===== config.mk =====
export PLATFORM = sky130hd
export DESIGN_NAME = nfc_spare_mapper
export DESIGN_NICKNAME = d
export VERILOG_FILES = /design/src/rtl/nfcmap_pkg.sv /design/src/rtl/nfcmap_geom.sv /design/src/rtl/nfcmap_spare_fmt.sv /design/src/rtl/nfc_spare_mapper.sv
export SDC_FILE = /design/constraint.sdc
export NUM_CORES = 1
export LEC_CHECK = 0
export CORE_MARGIN = 2
export CORE_UTILIZATION = 45
export DETAILED_ROUTE_END_ITERATION = 16
export DONT_BUFFER_PORTS = 1
export PLACE_DENSITY = 0.59
export SETUP_SLACK_MARGIN = 0.02
export SLEW_MARGIN = 30
export SYNTH_ARGS = -nofsm -noshare
export SYNTH_HDL_FRONTEND = slang
export SYNTH_HIERARCHICAL = 1
export SYNTH_SLANG_ARGS = --single-unit

===== constraint.sdc =====
create_clock -name clk -period 3.1 [get_ports clk]
set_input_delay 0.155 -clock clk [delete_from_list [all_inputs] [get_ports clk]]
set_output_delay 0.155 -clock clk [all_outputs]
set_load 0.02 [all_outputs]

===== src/rtl/nfcmap_pkg.sv =====
package nfcmap_pkg;

    typedef enum logic [1:0] {
        PH_IDLE  = 2'd0,
        PH_SEEK  = 2'd1,
        PH_MAIN  = 2'd2,
        PH_SPARE = 2'd3
    } phase_e;

    // page bytes per geometry code
    function automatic int page_bytes(input logic [1:0] code);
        case (code)
            2'd0:    return 512;
            2'd1:    return 2048;
            default: return 4096;
        endcase
    endfunction

    // spare bytes per geometry code
    function automatic int spare_bytes(input logic [1:0] code);
        case (code)
            2'd0:    return 16;
            2'd1:    return 64;
            2'd2:    return 128;
            default: return 218;
        endcase
    endfunction

    // even-rounded spare share per 512-byte chunk
    function automatic int share_bytes(input logic [1:0] code);
        int chunks;
        chunks = page_bytes(code) / 512;
        return (spare_bytes(code) / chunks) & ~1;
    endfunction

endpackage


===== src/rtl/nfcmap_geom.sv =====
module nfcmap_geom #(
    parameter int COL_W = 13
) (
    input  logic [1:0]       geom_sel,
    output logic [COL_W-1:0] page_size,
    output logic [COL_W-1:0] share
);
    logic [COL_W-1:0] page_tbl  [4];
    logic [COL_W-1:0] share_tbl [4];

    for (genvar k = 0; k < 4; k++) begin : g_tbl
        assign page_tbl[k]  = COL_W'(nfcmap_pkg::page_bytes(2'(k)));
        assign share_tbl[k] = COL_W'(nfcmap_pkg::share_bytes(2'(k)));
    end

    assign page_size = page_tbl[geom_sel];
    assign share     = share_tbl[geom_sel];
endmodule


===== src/rtl/nfcmap_spare_fmt.sv =====
module nfcmap_spare_fmt #(
    parameter int COL_W      = 13,
    parameter int ADDR_W     = 13,
    parameter int NBUF       = 8,
    parameter int SPARE_BASE = 4096,
    parameter int STRIDE     = 64,
    localparam int IDX_W     = $clog2(NBUF)
) (
    input  logic [IDX_W-1:0]  idx,
    input  logic [COL_W-1:0]  off,
    output logic [ADDR_W-1:0] addr
);
    logic [31:0] sum;
    assign sum  = 32'(SPARE_BASE) + 32'(idx) * 32'(STRIDE) + 32'(off);
    assign addr = sum[ADDR_W-1:0];
endmodule


===== src/rtl/nfc_spare_mapper.sv =====
module nfc_spare_mapper #(
    parameter int COL_W      = 13,
    parameter int LEN_W      = 13,
    parameter int ADDR_W     = 13,
    parameter int NBUF       = 8,
    parameter int SPARE_BASE = 4096,
    parameter int STRIDE     = 64
) (
    input  logic              clk,
    input  logic              rst_n,
    input  logic              start,
    input  logic [COL_W-1:0]  start_col,
    input  logic [LEN_W-1:0]  xfer_len,
    input  logic              spare_only,
    input  logic [1:0]        geom_sel,
    output logic [ADDR_W-1:0] buf_addr,
    output logic              addr_valid,
    output logic              xfer_done
);
    import nfcmap_pkg::*;

    localparam int IDX_W = $clog2(NBUF);
    localparam logic [IDX_W-1:0] LAST_IDX = IDX_W'(NBUF - 1);

    typedef struct packed {
        phase_e           phase;
        logic [COL_W-1:0] col;
        logic [LEN_W-1:0] left;
        logic [IDX_W-1:0] idx;
        logic [COL_W-1:0] off;
        logic             done;
    } state_t;

    state_t q, d;

    logic [COL_W-1:0]  page_size, share;
    logic [ADDR_W-1:0] spare_addr;

    nfcmap_geom #(.COL_W(COL_W)) u_geom (
        .geom_sel  (geom_sel),
        .page_size (page_size),
        .share     (share)
    );

    nfcmap_spare_fmt #(
        .COL_W(COL_W), .ADDR_W(ADDR_W), .NBUF(NBUF),
        .SPARE_BASE(SPARE_BASE), .STRIDE(STRIDE)
    ) u_fmt (
        .idx  (q.idx),
        .off  (q.off),
        .addr (spare_addr)
    );

    always_comb begin
        d      = q;
        d.done = 1'b0;
        case (q.phase)
            PH_IDLE: begin
                if (start) begin
                    d.left = xfer_len;
                    d.idx  = '0;
                    if (xfer_len == '0) begin
                        d.done = 1'b1;
                    end else if (spare_only) begin
                        d.phase = PH_SEEK;
                        d.off   = start_col;
                    end else if (start_col >= page_size) begin
                        d.phase = PH_SEEK;
                        d.off   = start_col - page_size;
                    end else begin
                        d.phase = PH_MAIN;
                        d.col   = start_col;
                    end
                end
            end
            PH_SEEK: begin
                // one subtraction per cycle replaces the divider
                if (q.idx != LAST_IDX && q.off >= share) begin
                    d.off = q.off - share;
                    d.idx = q.idx + 1'b1;
                end else begin
                    d.phase = PH_SPARE;
                end
            end
            PH_MAIN: begin
                if (q.left == LEN_W'(1)) begin
                    d.phase = PH_IDLE;
                    d.done  = 1'b1;
                end else begin
                    d.left = q.left - 1'b1;
                    if (q.col == page_size - 1'b1) begin
                        d.phase = PH_SPARE;
                        d.idx   = '0;
                        d.off   = '0;
                    end else begin
                        d.col = q.col + 1'b1;
                    end
                end
            end
            default: begin // PH_SPARE
                if (q.left == LEN_W'(1)) begin
                    d.phase = PH_IDLE;
                    d.done  = 1'b1;
                end else begin
                    d.left = q.left - 1'b1;
                    if (q.idx != LAST_IDX && q.off == share - 1'b1) begin
                        d.idx = q.idx + 1'b1;
                        d.off = '0;
                    end else begin
                        d.off = q.off + 1'b1;
                    end
                end
            end
        endcase
    end

    always_ff @(posedge clk or negedge rst_n) begin
        if (!rst_n) begin
            q <= '{phase: PH_IDLE, col: '0, left: '0, idx: '0, off: '0, done: 1'b0};
        end else begin
            q <= d;
        end
    end

    assign addr_valid = (q.phase == PH_MAIN) || (q.phase == PH_SPARE);
    assign buf_addr   = (q.phase == PH_MAIN) ? ADDR_W'(q.col) : spare_addr;
    assign xfer_done  = q.done;
endmodule


Yosys cells after proc, flatten, opt, wreduce, memory -nomap -nowiden. Cells that the tools add are included.

Register bits: 45. Output and inout port bits: 15. Logic and storage cells: 88.

$add $sub $neg: 10. $lt $le $gt $ge: 3. Equality and inequality tests: 20. Mux-type cells: 34. Bitwise logic cells: 2. Reduce and logical (&&, ||, !) cells: 13.

Operators with widths (count): $mux W13 (12); $bmux W13 S2 (2); $pmux W16 S3 (1); $mux W45 (1); $mux W42 (1); $pmux W13 S3 (1); $sub A13 B1 Y13 const B (3); $mux W16 (2); $mux W29 (1); $add A13 B1 Y13 const B (2); $eq A13 B13 Y1 (2); $ge A13 B13 Y1 (2); $pmux W13 S2 (1); $sub A13 B13 Y13 (2); $ne A2 B2 Y1 const B (9); $mux W15 (1); $reduce_and A7 Y1 (2); $add A13 B13 Y13 (1); $add A13 B9 Y13 const A (1); $eq A13 B1 Y1 const B (1); $logic_not A13 Y1 (1); $mux W2 (6); $ne A3 B3 Y1 const B (3); $reduce_bool A4 Y1 (2); other kinds (19) (22).

Depth between registers and ports, before layout.
Depth in word-level cells: 10. Mapped depth: 13. Gate-level depth less buffers: 12.

Hierarchy. Netlist, hierarchy kept.

Modules (own cells, without submodules): nfc_spare_mapper (instances 1, cells each 704, area an instance 5323.9 µm², sequential area each 1126.1 µm²); nfcmap_spare_fmt (instances 1, cells each 27, area an instance 229.0 µm², sequential area each 0.0 µm²); nfcmap_geom (instances 1, cells each 28, area an instance 200.2 µm², sequential area each 0.0 µm²).

Worst setup path before layout. OpenSTA, ideal clock, no wires.

Path type: register to register. From: register q[38] (netlist bit). To: register q[30] (netlist bit). Library setup time: 0.125 ns. Arrival time: 2.543 ns. Setup slack: 0.433 ns. Cell stages (with the launch flop): 10. Clock period less this slack: 2.667 ns. Cell sequence: dfrtp_1 -> nor3b_1 -> xnor2_1 -> nand4_1 -> or4_1 -> nor4_4 -> nand2b_1 -> buf_2 -> a2bb2oi_2 -> mux2_2.

Longest elaborated chain between the ends: 3.

Ends and longest elaborated chain: start: declaration (line nfc_spare_mapper.sv:34) `state_t q, d;`; start signal: assignment (line nfc_spare_mapper.sv:119) `q <= '{phase: PH_IDLE, col: '0, left: '0, idx: '0, off: '0, done: 1'b0};`; $eq A13 B13 Y1 (line nfc_spare_mapper.sv:91) `if (q.col == page_size - 1'b1) begin`; $ne A2 B2 Y1 (no line); $reduce_and A7 Y1 (no line).

Every way passes these cells. A chain may end at the register's enable or synchronous reset.

Worst setup path in the final report.
From: register q[40] (netlist bit). To: register q[32] (netlist bit).

The elaborated chain is that of the path after synthesis.

==> impl_metrics.yaml <==
outcome:
  status: "finished, final reports clean"
detailed_routing:
  viasPerCell: 6.08
  drcViolationCount: 0
  wire_per_inst_um: 19.3
  drt_wl_total_um: 18400
  drtIter0Drc: 456
  detail-route-antenna-nets: 0
  num_vias: 5800
  dr.pass1.iters: 7
synth:
  post_synth.cell_area_avg_um2: 7.58
  synth_top_family_by_area: "simple AND/OR/NAND/NOR gates"
  synth_cell_types: 85
  synth_xor_xnor_area_share_pct: 7.92
  synth_edf_count: 0
  yosys-top-cells-area: "dfrtp_1 (20%), ha_1 (8.0%), xnor2_1 (4.7%)"
  synth-simple-area-share_pct: 25.9
  synth_fa_ha_area_share_pct: 9.09
  yosys_warnings: 6
  ys_seq_elements: 45
  synth.cell_area_mm2: 0.00575
  synth-compound-area-share_pct: 25.5
  muxShareOfSynthArea_pct: 1.91
  synthArstFlopShare_pct: 100
  syn_inst: 759
  ys_seq_area_share_pct: 19.6
  synth_ff_type: "dfrtp_1"
  synth.top_cell.area_share_pct: 19.6
  yosysTopAreaCell: "dfrtp_1"
worst_setup_path:
  r2r_cells: 9
  slowest_stage: "or4_1"
  path_buf_inv: 1
  path_cells: "xor2_1 -> xnor2_1 -> nand4_1 -> or4_1 -> nor4_4 -> nand2b_2 -> a2bb2oi_2 -> buf_4 -> o32ai_1"
  critPathLaunchType: "register"
  crit_end: "q[32]$_DFFE_PN0P_"
  rr_startpoint: "q[40]$_DFFE_PN0P_"
  cp.arrival_ns: 3.17
  criticalPathCategory: "register to register"
  worst_r2r_endpoint: "q[32]$_DFFE_PN0P_"
  critPathRequiredTime_ns: 3.27
  critPathTopFamily: "simple AND/OR/NAND/NOR gates"
  path_depth: 9
  rrSetupSlack_ns: 0.1
  critPathLaunch: "q[40]$_DFFE_PN0P_"
  end_kind: "register"
  crit_path_max_fanout: 11
  crit_path_max_incr_delay_ns: 0.56
sta:
  finalCritPeriodShare_pct: 96.8
  finalClockSkew_ns: 0.00513
  fin_crit_ns: 3.00
  rsz0062_at_grt: "no"
  hold_ws_ns: 0.0118
  fmax_mhz: 333
  finalHoldViolCount: 0
  worst_pin_slew_ns: 0.981
  slew_headroom_pct: 34.0
  fin_tns_setup_ns: 0
  slew_violations: 0
  setup_viol: 0
finish:
  diodes: 0
  utilization_pct: 50.1
  fin_cells: 954
  final_common_cell: "nand2_1"
  multi_input_area_mm2: 0.00413
  drive_gt1_share_pct: 11.3
  final_cell_mix: "nand2_1 (62), inv_1 (60), nor2_1 (54)"
  final.fill_count: 1276
  area.sequential_mm2: 0.00113
  area_growth_pct: 9.53
  final_nets: 853
place:
  placed_cells_incl_taps: 938
  hpwl_um: 14700
  io_buffers: 0
  place.gp.congestion: 0.931
global_route:
  use_met3_pct: 5.36
  antenna_found_initial: 0
  grt_max_degree: 46
  grt_use_met1_pct: 38.4
  grt.total_usage_pct: 27.9
  grt_pass1_vias: 5664
  met2_usage_pct: 45.6
  grt_first_pass_wirelength_um: 29600
  grt_overflow_total: 0
  grt.busiest_layer: "met2"
power:
  leakagePower_uw: 0.00271
  pwr_density_cell_mw_per_mm2: 910
  vdd_drop_max_uv: 423
clocking:
  postCtsSetupBuffers: 0
  cts_buffers: 5
  cts-root-buf: "clkbuf_16"
  clk_pin_slew_ns: 0.07
  ctsLongestPathBuffers: 2
  tritoncts: "built"
  numClockSinks: 45
  cts_max_level: 2
  clock_latency_ns: 0.30
run:
  max-cap-violations: 0
floorplanning:
  rows: 41
  die_area_mm2: 0.0137
  die_h_um: 117
  coreArea_mm2: 0.0126
  die_w_um: 117
  io_pins: 47
  initial_core_util_pct: 45.8
min_path:
  min_path_type: "primary input to register"
-- cells in the mapped netlist, types with 9 or more instances --
master    number
dfrtp_1       45
o32ai_1       11
a21oi_1       36
nor3b_1       14
nand2_1       62
inv_1         60
clkbuf_1      23
nand3_1       24
nor2_1        56
o31ai_1       13
nor4_1        18
o21ai_1       11
buf_4         30
xor2_1        21
nor2b_1       10
xnor2_1       31
o21ai_0       48
a21o_1         9
ha_1          37
and3_1        20
nor3_1        36
-- registers in the layout (all words and copies together) (netlist names) --
| signal | cells |
|---|---|
| q | 44 |
| xfer_done | 1 |
-- power by group --
part / total, µW / leakage, µW / switching [µW] / internal, µW
Sequential: 1180 / 0.000565 / 322 / 855
Clock: 556 / 0.0000702 / 256 / 301
Combinational: 4000 / 0.00207 / 2380 / 1620
Total: 5730 / 0.00271 / 2950 / 2780
-- worst reg2reg max path, stage by stage, from the launching register on --
cell and delay, ns:
dfrtp_1 0.44, xor2_1 0.17, xnor2_1 0.32, nand4_1 0.15
or4_1 0.56, nor4_4 0.36, nand2b_2 0.30, a2bb2oi_2 0.24
buf_4 0.24, o32ai_1 0.11
-- through the flow --
stage / worst slack [ns] / area [µm²] / total power, µW
5_1_grt: 0.0261 / 6300 / 6200
2_1_floorplan: 0.433 / 5820 / 3950
3_5_place_dp: 0.0629 / 6050 / 5080
6_report: 0.0989 / 6300 / 5730
3_3_place_gp: 0.0319 / 6050 / 5000
4_1_cts: 0.0447 / 6290 / 5680
-- area by class of cell --
class	instances	share of cell area, %
Clock buffer	5	1.99
Sequential cell	45	17.9
Multi-Input combinational cell	614	65.5
Inverter	61	3.63
Tap cell	172	3.42
Timing Repair Buffer	54	7.23
Clock inverter	3	0.338
-- metal layers --
metal,part of all wire (%),vias to the layer above,wire length (µm)
li1,-,2790,-
met1,44,2737,8090
met2,46,244,8500
met3,8.1,29,1490
met4,1.7,0,320
met5,0,-,0
-- worst min path at each step --
stage | startpoint | end | depth (start not counted)
global route | xfer_len[5] | q[22]$_DFFE_PN0P_ | 1
detailed placement | rst_n | q[11]$_DFFE_PN0P_ | 0
floorplan | rst_n | q[10]$_DFFE_PN0P_ | 0
finish | xfer_len[5] | q[22]$_DFFE_PN0P_ | 1
global placement | rst_n | q[11]$_DFFE_PN0P_ | 0
CTS | xfer_len[12] | q[29]$_DFFE_PN0P_ | 1
-- repair_timing --
| action | CTS | global route |
|---|---|---|
| gates resized for setup | 0 | 2 |
| hold buffers | 7 | 1 |
| setup endpoints to repair | 0 | 15 |
| hold endpoints to repair | 50 | 1 |
-- logic make-up after synthesis --
| logic type | Yosys count |
|---|---|
| other | 2 |
| buffers and inverters | 119 |
| xor gates and xnor gates | 52 |
| adders and majority gates | 40 |
| AOI/OAI and AO/OA | 207 |
| muxes | 10 |
| DFF | 45 |
| and+or+nand+nor | 284 |
No activity file was read; power rests on OpenSTA's default activity.
